### config.mk
export PLATFORM = sky130hd
export DESIGN_NAME = icc_core
export DESIGN_NICKNAME = d
export VERILOG_FILES = /design/src/rtl/icc_pkg.sv /design/src/rtl/icc_pend_bank.sv /design/src/rtl/icc_cascade.sv /design/src/rtl/icc_arbiter.sv /design/src/rtl/icc_core.sv
export SDC_FILE = /design/constraint.sdc
export NUM_CORES = 1
export LEC_CHECK = 0
export BUFFER_PORTS_ARGS = -buffer_cell sky130_fd_sc_hd__buf_2
export CORE_MARGIN = 1.5
export CORE_UTILIZATION = 55
export CTS_CLUSTER_DIAMETER = 40
export DETAILED_ROUTE_END_ITERATION = 6
export PLACE_DENSITY = 0.78
export SETUP_SLACK_MARGIN = 0.5
export SYNTH_ARGS = -nofsm -noshare
export SYNTH_HDL_FRONTEND = slang
export SYNTH_SLANG_ARGS = --single-unit
### constraint.sdc
create_clock -name clk -period 3.5 [get_ports clk]
set_input_delay 0.35 -clock clk [delete_from_list [all_inputs] [get_ports clk]]
set_output_delay 0.35 -clock clk [all_outputs]
set_load 0.005 [all_outputs]
### src/rtl/icc_pkg.sv
// Shared constants for the cascaded interrupt controller.
// Assumes word-aligned byte offsets on a 32-bit register port.
package icc_pkg;

    // Word index of each register (byte offset / 4).
    localparam int REG_MAIN_PEND = 0;
    localparam int REG_MAIN_MASK = 1;
    localparam int REG_SERVICE   = 2;
    localparam int REG_INDEX     = 3;
    localparam int REG_SUB_PEND  = 4;
    localparam int REG_SUB_MASK  = 5;

    // Width of one field in the parent map parameter.
    localparam int MAP_FIELD_W = 8;

endpackage

### src/rtl/icc_pend_bank.sv
// Sticky pending register bank with write-1-to-clear.
// A set request wins over a clear on the same bit and edge.
// Assumes set and clr are synchronous to clk.
module icc_pend_bank #(
    parameter int WIDTH = 32
) (
    input  logic             clk,
    input  logic             rst_n,
    input  logic [WIDTH-1:0] set_i,
    input  logic [WIDTH-1:0] clr_i,
    output logic [WIDTH-1:0] q_o
);

    // Keep bits until cleared; new requests override clears.
    always_ff @(posedge clk) begin
        if (!rst_n) begin
            q_o <= '0;
        end else begin
            q_o <= (q_o & ~clr_i) | set_i;
        end
    end

    // every requested bit is set after the edge, whatever was cleared.
    p_set_wins_r3: assert property (@(posedge clk) disable iff (!rst_n)
        1'b1 |=> ((q_o & $past(set_i)) == $past(set_i)));

endmodule

### src/rtl/icc_cascade.sv
// Reduces the secondary pending bits to parent main-line requests.
// Each group of GRP consecutive secondary bits drives one main line,
// picked by an 8-bit field of PARENT_MAP (group 0 in the lowest field).
// Assumes at most 8 groups.
module icc_cascade #(
    parameter int          NUM_SUB    = 11,
    parameter int          GRP        = 3,
    parameter int          NUM_MAIN   = 32,
    parameter logic [63:0] PARENT_MAP = 64'h0000_0000_1F0F_171C
) (
    input  logic [NUM_SUB-1:0]  sub_pend_i,
    input  logic [NUM_SUB-1:0]  sub_mask_i,
    output logic [NUM_MAIN-1:0] parent_req_o
);
    import icc_pkg::*;

    localparam int NGRP = (NUM_SUB + GRP - 1) / GRP;
    localparam int IDXW = (NUM_MAIN > 1) ? $clog2(NUM_MAIN) : 1;

    logic [NUM_SUB-1:0] live;
    logic [NGRP-1:0]    grp_hit;

    // Pending and unmasked secondary bits.
    assign live = sub_pend_i & ~sub_mask_i;

    // One OR reduction per group; the last group may be short.
    for (genvar g = 0; g < NGRP; g++) begin : g_grp
        localparam int LO = g * GRP;
        localparam int HI = ((LO + GRP - 1) < NUM_SUB) ? (LO + GRP - 1) : (NUM_SUB - 1);
        assign grp_hit[g] = |live[HI:LO];
    end

    // Route each group's hit onto its parent main line.
    always_comb begin
        parent_req_o = '0;
        for (int g = 0; g < NGRP; g++) begin
            parent_req_o[PARENT_MAP[g*MAP_FIELD_W +: IDXW]] =
                parent_req_o[PARENT_MAP[g*MAP_FIELD_W +: IDXW]] | grp_hit[g];
        end
    end

endmodule

### src/rtl/icc_arbiter.sv
// One-hot service register with lowest-number-first loading.
// Loads only when empty; a set bit leaves only through write-1 clear.
// Also encodes the set bit into a binary index (0 when empty).
module icc_arbiter #(
    parameter int N = 32,
    localparam int IDXW = (N > 1) ? $clog2(N) : 1
) (
    input  logic            clk,
    input  logic            rst_n,
    input  logic [N-1:0]    cand_i,
    input  logic [N-1:0]    clr_i,
    output logic [N-1:0]    act_o,
    output logic [IDXW-1:0] idx_o
);

    logic [N-1:0] pick;

    // Lowest-numbered candidate as a one-hot vector.
    always_comb begin
        pick = '0;
        for (int i = N - 1; i >= 0; i--) begin
            if (cand_i[i]) begin
                pick    = '0;
                pick[i] = 1'b1;
            end
        end
    end

    // Hold while occupied, load the pick while empty.
    always_ff @(posedge clk) begin
        if (!rst_n) begin
            act_o <= '0;
        end else if (act_o != '0) begin
            act_o <= act_o & ~clr_i;
        end else begin
            act_o <= pick;
        end
    end

    // Binary index of the service bit.
    always_comb begin
        idx_o = '0;
        for (int i = 0; i < N; i++) begin
            if (act_o[i]) begin
                idx_o = IDXW'(i);
            end
        end
    end

    // never more than one service bit.
    p_onehot_r5: assert property (@(posedge clk) disable iff (!rst_n)
        $onehot0(act_o));

    // an occupied register holds unless its bit is cleared.
    p_hold_r5: assert property (@(posedge clk) disable iff (!rst_n)
        (act_o != '0 && (act_o & clr_i) == '0) |=> $stable(act_o));

    // an empty register with candidates loads one of them.
    p_load_r4: assert property (@(posedge clk) disable iff (!rst_n)
        (act_o == '0 && cand_i != '0) |=>
            (act_o != '0 && (act_o & $past(cand_i)) == act_o));

    // nothing below the loaded bit was a candidate.
    p_lowest_r4: assert property (@(posedge clk) disable iff (!rst_n)
        (act_o == '0 && cand_i != '0) |=> (((act_o - 1'b1) & $past(cand_i)) == '0));

    // the index names a set service bit.
    p_index_r6: assert property (@(posedge clk) disable iff (!rst_n)
        (act_o != '0) |-> act_o[idx_o]);

endmodule

### src/rtl/icc_core.sv
// Cascaded interrupt controller top level.
// Holds the main and secondary masks and the read port; instantiates the
// pending banks, the secondary cascade and the service arbiter.
// Assumes requests are already synchronised to clk; reset is synchronous.
module icc_core #(
    parameter int          NUM_MAIN   = 32,
    parameter int          NUM_SUB    = 11,
    parameter int          GRP        = 3,
    parameter int          DATA_W     = 32,
    parameter int          ADDR_W     = 5,
    parameter logic [63:0] PARENT_MAP = 64'h0000_0000_1F0F_171C
) (
    input  logic                clk,
    input  logic                rst_n,
    input  logic [NUM_MAIN-1:0] main_req,
    input  logic [NUM_SUB-1:0]  sub_req,
    input  logic [ADDR_W-1:0]   reg_addr,
    input  logic                reg_wr,
    input  logic [DATA_W-1:0]   reg_wdata,
    input  logic                reg_rd,
    output logic [DATA_W-1:0]   reg_rdata,
    output logic                irq
);
    import icc_pkg::*;

    localparam int IDXW  = (NUM_MAIN > 1) ? $clog2(NUM_MAIN) : 1;
    localparam int SEL_W = ADDR_W - 2;

    logic [SEL_W-1:0]    sel;
    logic                aligned;
    logic                wr_main_pend, wr_main_mask, wr_service, wr_sub_pend, wr_sub_mask;
    logic [NUM_MAIN-1:0] main_mask_q, main_pend_q, act_q, parent_req, main_set;
    logic [NUM_MAIN-1:0] main_clr, act_clr;
    logic [NUM_SUB-1:0]  sub_mask_q, sub_pend_q, sub_clr;
    logic [IDXW-1:0]     act_idx;
    logic [DATA_W-1:0]   rd_val;

    // Register decode: word index and alignment check.
    assign sel     = reg_addr[ADDR_W-1:2];
    assign aligned = (reg_addr[1:0] == 2'b00);

    // Per-register write strobes.
    always_comb begin
        wr_main_pend = reg_wr && aligned && (int'(sel) == REG_MAIN_PEND);
        wr_main_mask = reg_wr && aligned && (int'(sel) == REG_MAIN_MASK);
        wr_service   = reg_wr && aligned && (int'(sel) == REG_SERVICE);
        wr_sub_pend  = reg_wr && aligned && (int'(sel) == REG_SUB_PEND);
        wr_sub_mask  = reg_wr && aligned && (int'(sel) == REG_SUB_MASK);
    end

    // Clear vectors for the write-1-to-clear registers.
    assign main_clr = wr_main_pend ? reg_wdata[NUM_MAIN-1:0] : '0;
    assign act_clr  = wr_service   ? reg_wdata[NUM_MAIN-1:0] : '0;
    assign sub_clr  = wr_sub_pend  ? reg_wdata[NUM_SUB-1:0]  : '0;

    // Mask registers: all sources start masked.
    always_ff @(posedge clk) begin
        if (!rst_n) begin
            main_mask_q <= '1;
            sub_mask_q  <= '1;
        end else begin
            if (wr_main_mask) main_mask_q <= reg_wdata[NUM_MAIN-1:0];
            if (wr_sub_mask)  sub_mask_q  <= reg_wdata[NUM_SUB-1:0];
        end
    end

    // Secondary pending bits.
    icc_pend_bank #(.WIDTH(NUM_SUB)) u_sub_pend (
        .clk   (clk),
        .rst_n (rst_n),
        .set_i (sub_req),
        .clr_i (sub_clr),
        .q_o   (sub_pend_q)
    );

    // Secondary groups onto their parent main lines.
    icc_cascade #(
        .NUM_SUB    (NUM_SUB),
        .GRP        (GRP),
        .NUM_MAIN   (NUM_MAIN),
        .PARENT_MAP (PARENT_MAP)
    ) u_cascade (
        .sub_pend_i   (sub_pend_q),
        .sub_mask_i   (sub_mask_q),
        .parent_req_o (parent_req)
    );

    // Main pending bits, set by pins or by the cascade.
    assign main_set = main_req | parent_req;

    icc_pend_bank #(.WIDTH(NUM_MAIN)) u_main_pend (
        .clk   (clk),
        .rst_n (rst_n),
        .set_i (main_set),
        .clr_i (main_clr),
        .q_o   (main_pend_q)
    );

    // Service register and index encoder.
    icc_arbiter #(.N(NUM_MAIN)) u_arb (
        .clk    (clk),
        .rst_n  (rst_n),
        .cand_i (main_pend_q & ~main_mask_q),
        .clr_i  (act_clr),
        .act_o  (act_q),
        .idx_o  (act_idx)
    );

    assign irq = |act_q;

    // Read multiplexer.
    always_comb begin
        rd_val = '0;
        if (aligned) begin
            case (int'(sel))
                REG_MAIN_PEND: rd_val = DATA_W'(main_pend_q);
                REG_MAIN_MASK: rd_val = DATA_W'(main_mask_q);
                REG_SERVICE:   rd_val = DATA_W'(act_q);
                REG_INDEX:     rd_val = DATA_W'(act_idx);
                REG_SUB_PEND:  rd_val = DATA_W'(sub_pend_q);
                REG_SUB_MASK:  rd_val = DATA_W'(sub_mask_q);
                default:       rd_val = '0;
            endcase
        end
    end

    // Registered read data, held between reads.
    always_ff @(posedge clk) begin
        if (!rst_n) begin
            reg_rdata <= '0;
        end else if (reg_rd) begin
            reg_rdata <= rd_val;
        end
    end

    // read data moves only after a read strobe.
    p_rd_hold_r11: assert property (@(posedge clk) disable iff (!rst_n)
        !reg_rd |=> $stable(reg_rdata));

    // irq rises only after an unmasked pending bit was present.
    p_irq_cause_r7: assert property (@(posedge clk) disable iff (!rst_n)
        $rose(irq) |-> ($past(main_pend_q & ~main_mask_q) != '0));

endmodule

==> Yosys cells after proc, flatten, opt, wreduce, memory -nomap -nowiden <==
Cells that the tools add are included.
{ "op_classes": {"n_reduce_logical": 15, "div": 0, "add_sub_neg": 0, "mux": 69, "n_mul": 0, "bitwise": 13, "magnitude_cmp": 0, "shifts": 0, "eq_ne": 9} }
{ "ops": {"columns": ["cell", "count"], "rows": [
  ["$mux 32", 36],
  ["$pmux 32 s6", 1],
  ["$and 32x32->32", 3],
  ["$not 32->32", 3],
  ["$mux 5", 16],
  ["$or 32x32->32", 2],
  ["$mux 4", 8],
  ["$reduce_bool 32->1", 1],
  ["$reduce_or 32->1", 1],
  ["$and 11x11->11", 2],
  ["$not 11->11", 2],
  ["$eq 3x3->1 const B", 5],
  ["$mux 3", 4],
  ["$mux 11", 1],
  ["$or 11x11->11", 1],
  ["$eq 3x2->1 const B", 3],
  ["$reduce_or 3->1", 3],
  ["$logic_and 1x1->1", 6],
  ["$logic_not 3->1", 2],
  ["$mux 2", 2],
  ["$eq 3x1->1 const B", 1],
  ["$logic_not 2->1", 1],
  ["$reduce_or 2->1", 1],
  ["$mux 1", 1]
]} }
{ "totals": {"memories": 0, "out_inout_bits": 33, "wordCells": 112, "romBits": 0, "ramBits": 0, "latch_bits": 0, "inputBits": 84, "regBits": 150} }

==> Longest topological paths before layout <==
{ "depth": {"depth_word": 35, "depth_mapped": 8, "depth_no_buf": 6} }

==> By module <==
Synthesis repeated with hierarchy kept, for this count alone.
{ "unflattened": {"cells_unflattened": 974, "hier_area_um2": 8099.0} }
{ "by_module_without_submodules": {"columns": ["mod", "cells_per_inst", "area_per_inst_um2", "seq_area_each_um2", "n_inst"], "rows": [
  ["icc_core", 573, 4460.5, 1501.4, 1],
  ["icc_arbiter", 224, 1826.8, 640.6, 1],
  ["icc_pend_bank at u_main_pend", 99, 1114.8, 640.6, 1],
  ["icc_pend_bank at u_sub_pend", 34, 382.9, 220.2, 1],
  ["icc_cascade", 44, 314.1, 0.0, 1]
]} }

==> Worst setup path after synthesis <==
Ideal clock, no wire load.
{ "synth_path": {"path_type": "input-to-reg", "startpoint": "input port reg_addr[1]", "endpoint": "register main_mask_q[20]", "arrival_ns": 1.906, "n_path_buf": 2, "required_time_ns": 3.363, "slack_ns": 1.457, "setup_ns": 0.137, "cell_stages": 8, "path_cell_list": "or3b_2 nor2_1 nand2_1 or2_2 clkbuf_1 clkbuf_1 nand2_1 nand3_1"} }
{ "synth_between": {"elab_chain_cells": 3} }
{ "synth_lines": {"columns": ["element", "line", "source"], "rows": [
  ["from (decl)", "icc_core.sv:17", "input logic [ADDR_W-1:0] reg_addr,"],
  ["$logic_not 2->1", "icc_core.sv:40", "assign aligned = (reg_addr[1:0] == 2'b00);"],
  ["$logic_and 1x1->1 (2 in a row)", "icc_core.sv:45", "wr_main_mask = reg_wr && aligned && (int'(sel) == REG_MAIN_MASK);"],
  ["to (signal assigned)", "icc_core.sv:62", "if (wr_main_mask) main_mask_q <= reg_wdata[NUM_MAIN-1:0];"],
  ["to (decl)", "icc_core.sv:32", "logic [NUM_MAIN-1:0] main_mask_q, main_pend_q, act_q, parent_req, main_set;"]
]} }
No other way between the ends.
A chain may end at the register's enable or synchronous reset.

==> Worst setup path after layout <==
{ "layout_path": {"startpoint": "register u_arb.act_o[24]", "endpoint": "register u_arb.act_o[25]"} }
{ "layout_between": {"elab_chain_cells": 2} }
{ "layout_lines": {"columns": ["element", "line", "source"], "rows": [
  ["from (decl)", "icc_arbiter.sv:12", "output logic [N-1:0] act_o,"],
  ["from (signal assigned)", "icc_arbiter.sv:34", "act_o <= act_o & ~clr_i;"],
  ["from (signal assigned)", "icc_arbiter.sv:36", "act_o <= pick;"],
  ["$reduce_bool 32->1", "icc_arbiter.sv:33", "end else if (act_o != '0) begin"],
  ["$mux 32", "icc_arbiter.sv:33", null]
]} }
No other way between the ends.

==> results.env <==
OUTCOME='finished, violations left'
VIOLATIONS='design-rule violations'
TRITONCTS_NUM_SINKS=150
LAYOUT_COMMON_CELLS='sky130_fd_sc_hd__nand2_1, sky130_fd_sc_hd__dfxtp_1, sky130_fd_sc_hd__buf_2'
CTS_HOLD_BUF=0
CLK_TRANSITION_REPORTED_PATHS_PS=60
GRT_MAX_DEGREE=77
SETUP.WORST_PATH.END_CLASS='flip-flop'
LAYOUT_CELL_SHARE_WITH_DRIVE_STRENGTH_BEYOND_1_PCT=18.8
GP_CONGESTION=0.885
GRT_SETUP_UNREPAIRED='false'
RELSLEWSLACK_PCT=31.6
TOTALWIRELENGTH_UM=20300
HOLD-WORST-SLACK_PS=122
SYN_AVG_CELL_AREA_UM2=7.87
SEQ_AREA_UM2=3000
YS_SEQ_ELEMENTS=150
INSERTION_DELAY_PS=430
PERIOD_NEEDED_PS=2600
DETAILEDPLACE.WORSTSLACK_PS=826
NUMBER_OF_INSTANCES_IN_THE_SYNTHESIZED_NETLIST=925
CRITPATHKIND='flip-flop to flip-flop'
DP_CELL_COUNT=1172
LAYOUT_WORST_PATH_CYCLE_SHARE_PCT=74.3
VIAS_IN_THE_FIRST_GLOBAL_ROUTE=6788
DRT_DRC_VIOLATIONS_LEFT=2
FP.DIEW_UM=118
CP_MAX_FO=8
CORE_AREA_UM2=12800
YOSYS_MOST_USED_DFF='sky130_fd_sc_hd__dfxtp_1'
GRT_FIRST_PASS_WIRELENGTH_UM=33600
FINAL_COMMON_CELL='sky130_fd_sc_hd__nand2_1'
TRITONCTS.NUM_BUFFERS=17
SYNTH_AREA_LEADERS='sky130_fd_sc_hd__dfxtp_1, sky130_fd_sc_hd__nand2_1, sky130_fd_sc_hd__a21oi_1'
VIAS_PER_CELL=5.85
IR_DROP_mV=0.479
SYNTHESIZED_NET_COUNT=1009
INITIAL_CORE_UTIL_PCT=57.0
CRITICAL_PATH.MAX_STAGE_DELAY_PS=610
DIEHEIGHT_UM=118
SETUP.WORST_PATH.START_CLASS='flip-flop'
YOSYSUNIQUECELLTYPES=60
NUMBER_OF_ANTENNA_VIOLATIONS_AT_THE_FIRST_CHECK_IN_GLOBAL_ROUTING=0
POWER_LEAKAGE_nW=3.65
VIAS=7047
CLOCK-SKEW-FINAL_PS=6.42
INITIALDRTVIOLATIONCOUNT=730
CRITICAL_PATH.N_BUFFERS_INVERTERS=0
CTS.PATH.MAX_BUFFERS=2
CRITPATHTOPFAMILY='simple AND/OR/NAND/NOR gates'
CTS.HTREE.LEVELS=4
TNS_PS=0
PLACE.DETAILED.HPWL_UM=13800
CTS_POST_SETUP_BUFFERS_INSERTED=0
SLEW_VIOLATIONS=0
PLACED_CELL_AREA_UM2=8000
CLOCK_TREE_FROM_TRITONCTS='built'
CRITICAL_PATH_REQUIRED_PS=3860
TOP_LEVEL_PORTS=117
CTS_RESIZED=0
FINAL_AREA_UM2=8660
YOSYSSEQAREASHARE_PCT=41.2
DIE-AREA_UM2=13900
WORST_PIN_SLEW_PS=1030
YOSYSTOPAREACELL='sky130_fd_sc_hd__dfxtp_1'
WORSTHOLDPATHTYPE='input pin to flip-flop'
SYNTHDOMINANTCELLAREASHARE_PCT=41.2
MAX_CAP_VIOLATIONS=0
COMBINED_AREA_OF_THE_MULTI_INPUT_LOGIC_CELLS_UM2=4000
ANTENNA-DIODE-COUNT=0
GRT.TOTAL_USAGE_PCT=30.1
NNETSFINAL=1103
IO_BUFFER_COUNT=116
NUMBER_OF_FLOPS_MAPPED_TO_ENABLE_CELLS_BY_YOSYS=0
TIMING.FINAL.SETUP_VIOLATIONS=0
DRT_PASS1_ITERATIONS=7
PATH_CELLS='nor4_2 -> nand4_2 -> nor3_4 -> nand4_2 -> or3b_1 -> o21ai_2'
STDCELL_COUNT=1204
AREA.GROWTH.SYNTH_TO_FINAL_PCT=18.9
CTSROOTBUFFERMASTER='sky130_fd_sc_hd__clkbuf_16'
GRT_TOTAL_OVFL=0
POWER.DENSITY_nW_PER_UM2=487
MAX_FREQ_GHz=0.385
PROPORTION_OF_REGISTER_BITS_WITH_ASYNCHRONOUS_SET_OR_RESET_AFTER_SYNTHESIS_PCT=0
PLACEMENTROWS=41
POST_DRT_ANTENNA_NETS=0
CRITICAL_PATH_ARRIVAL_PS=2960
CRITICAL_PATH.SLOWEST_CELL='sky130_fd_sc_hd__or3b_1'
POST_SYNTH_INSTANCE_AREA_UM2=7280
FIN_WS_PS=899
CRITICAL-PATH-TOP-CELL-BY-COUNT='sky130_fd_sc_hd__nand4_2'
ROUTEDWLPERCELL_UM=16.8
FINAL_HOLD_VIOL_COUNT=0
FILL_CELLS=1050
YOSYS_WARNINGS=0
==> where the power goes <==
part	total (W)	leakage, nW	switching [W]	internal, W
sequential	0.00180	1.23	0.0000420	0.00176
combinational	0.000388	2.11	0.000231	0.000157
clock	0.00203	0.312	0.000730	0.00130
==> area by class of cell <==
type | instances | area share [%]
clock buffer | 20 | 5.27
sequential | 150 | 34.7
multi-input combinational | 697 | 46.2
inverter | 23 | 0.997
clock inverter | 12 | 2.31
tap | 172 | 2.49
timing repair buffer | 130 | 8.09
==> path summary, 6_finish.rpt <==
check / slack, ps / depth (start not counted) / endpoint / startpoint
setup reg to reg: 900 / 6 / u_arb.act_o[25] / u_arb.act_o[24]
hold / removal: 120 / 2 / u_sub_pend.q_o[4] / sub_req[4]
setup / recovery: 900 / 6 / u_arb.act_o[25] / u_arb.act_o[24]
hold reg to reg: 480 / 2 / main_mask_q[20] / main_mask_q[20]
==> synth_stat cells (all sizes together) (9+ instances only) <==
cell type / n
a21boi: 16
a21oi: 99
and2: 10
buf: 9
clkbuf: 46
dfxtp: 150
inv: 23
mux2i: 33
nand2: 154
nand2b: 23
nand3: 73
nor2: 71
nor2b: 73
nor3: 14
nor4: 10
o21a: 21
o21ai: 26
o22ai: 10
==> state kept, by name (all words and copies together), names as in the netlist <==
signal / count
main_mask_q: 32
reg_rdata: 32
u_sub_pend.q_o: 11
sub_mask_q: 11
u_main_pend.q_o: 32
u_arb.act_o: 32
==> worst reg2reg max path: stages (launching register included) <==
cell,delay (ps)
sky130_fd_sc_hd__dfxtp_1,370
sky130_fd_sc_hd__nor4_2,490
sky130_fd_sc_hd__nand4_2,220
sky130_fd_sc_hd__nor3_4,450
sky130_fd_sc_hd__nand4_2,190
sky130_fd_sc_hd__or3b_1,610
sky130_fd_sc_hd__o21ai_2,200
==> metal layers <==
metal  vias up  GRT usage (%)  routed length [µm]  part of all wire, %
met5         -              0                   0                    0
met2       293           46.4                9040                   45
met3        37           6.88                1660                  8.2
li1       3382              -                   -                    -
met1      3335           40.8                9070                   45
met4         0           11.4                 484                  2.4
==> kinds of logic after synthesis <==
kind of cell / after synthesis / share of synthesized area (%)
mux: 39 / 5.93
buf+inv: 78 / 4.16
simple gates: 449 / 30.5
flops: 150 / 41.2
compound gates: 209 / 18.1
==> metrics by stage <==
stage               util, %  power (W)
floorplan                 -    0.00207
global placement       62.7    0.00221
detailed placement     62.7    0.00222
CTS                    67.8    0.00422
global route           67.8    0.00435
finish                 67.8    0.00422
Power figures use the tool's default switching activity.
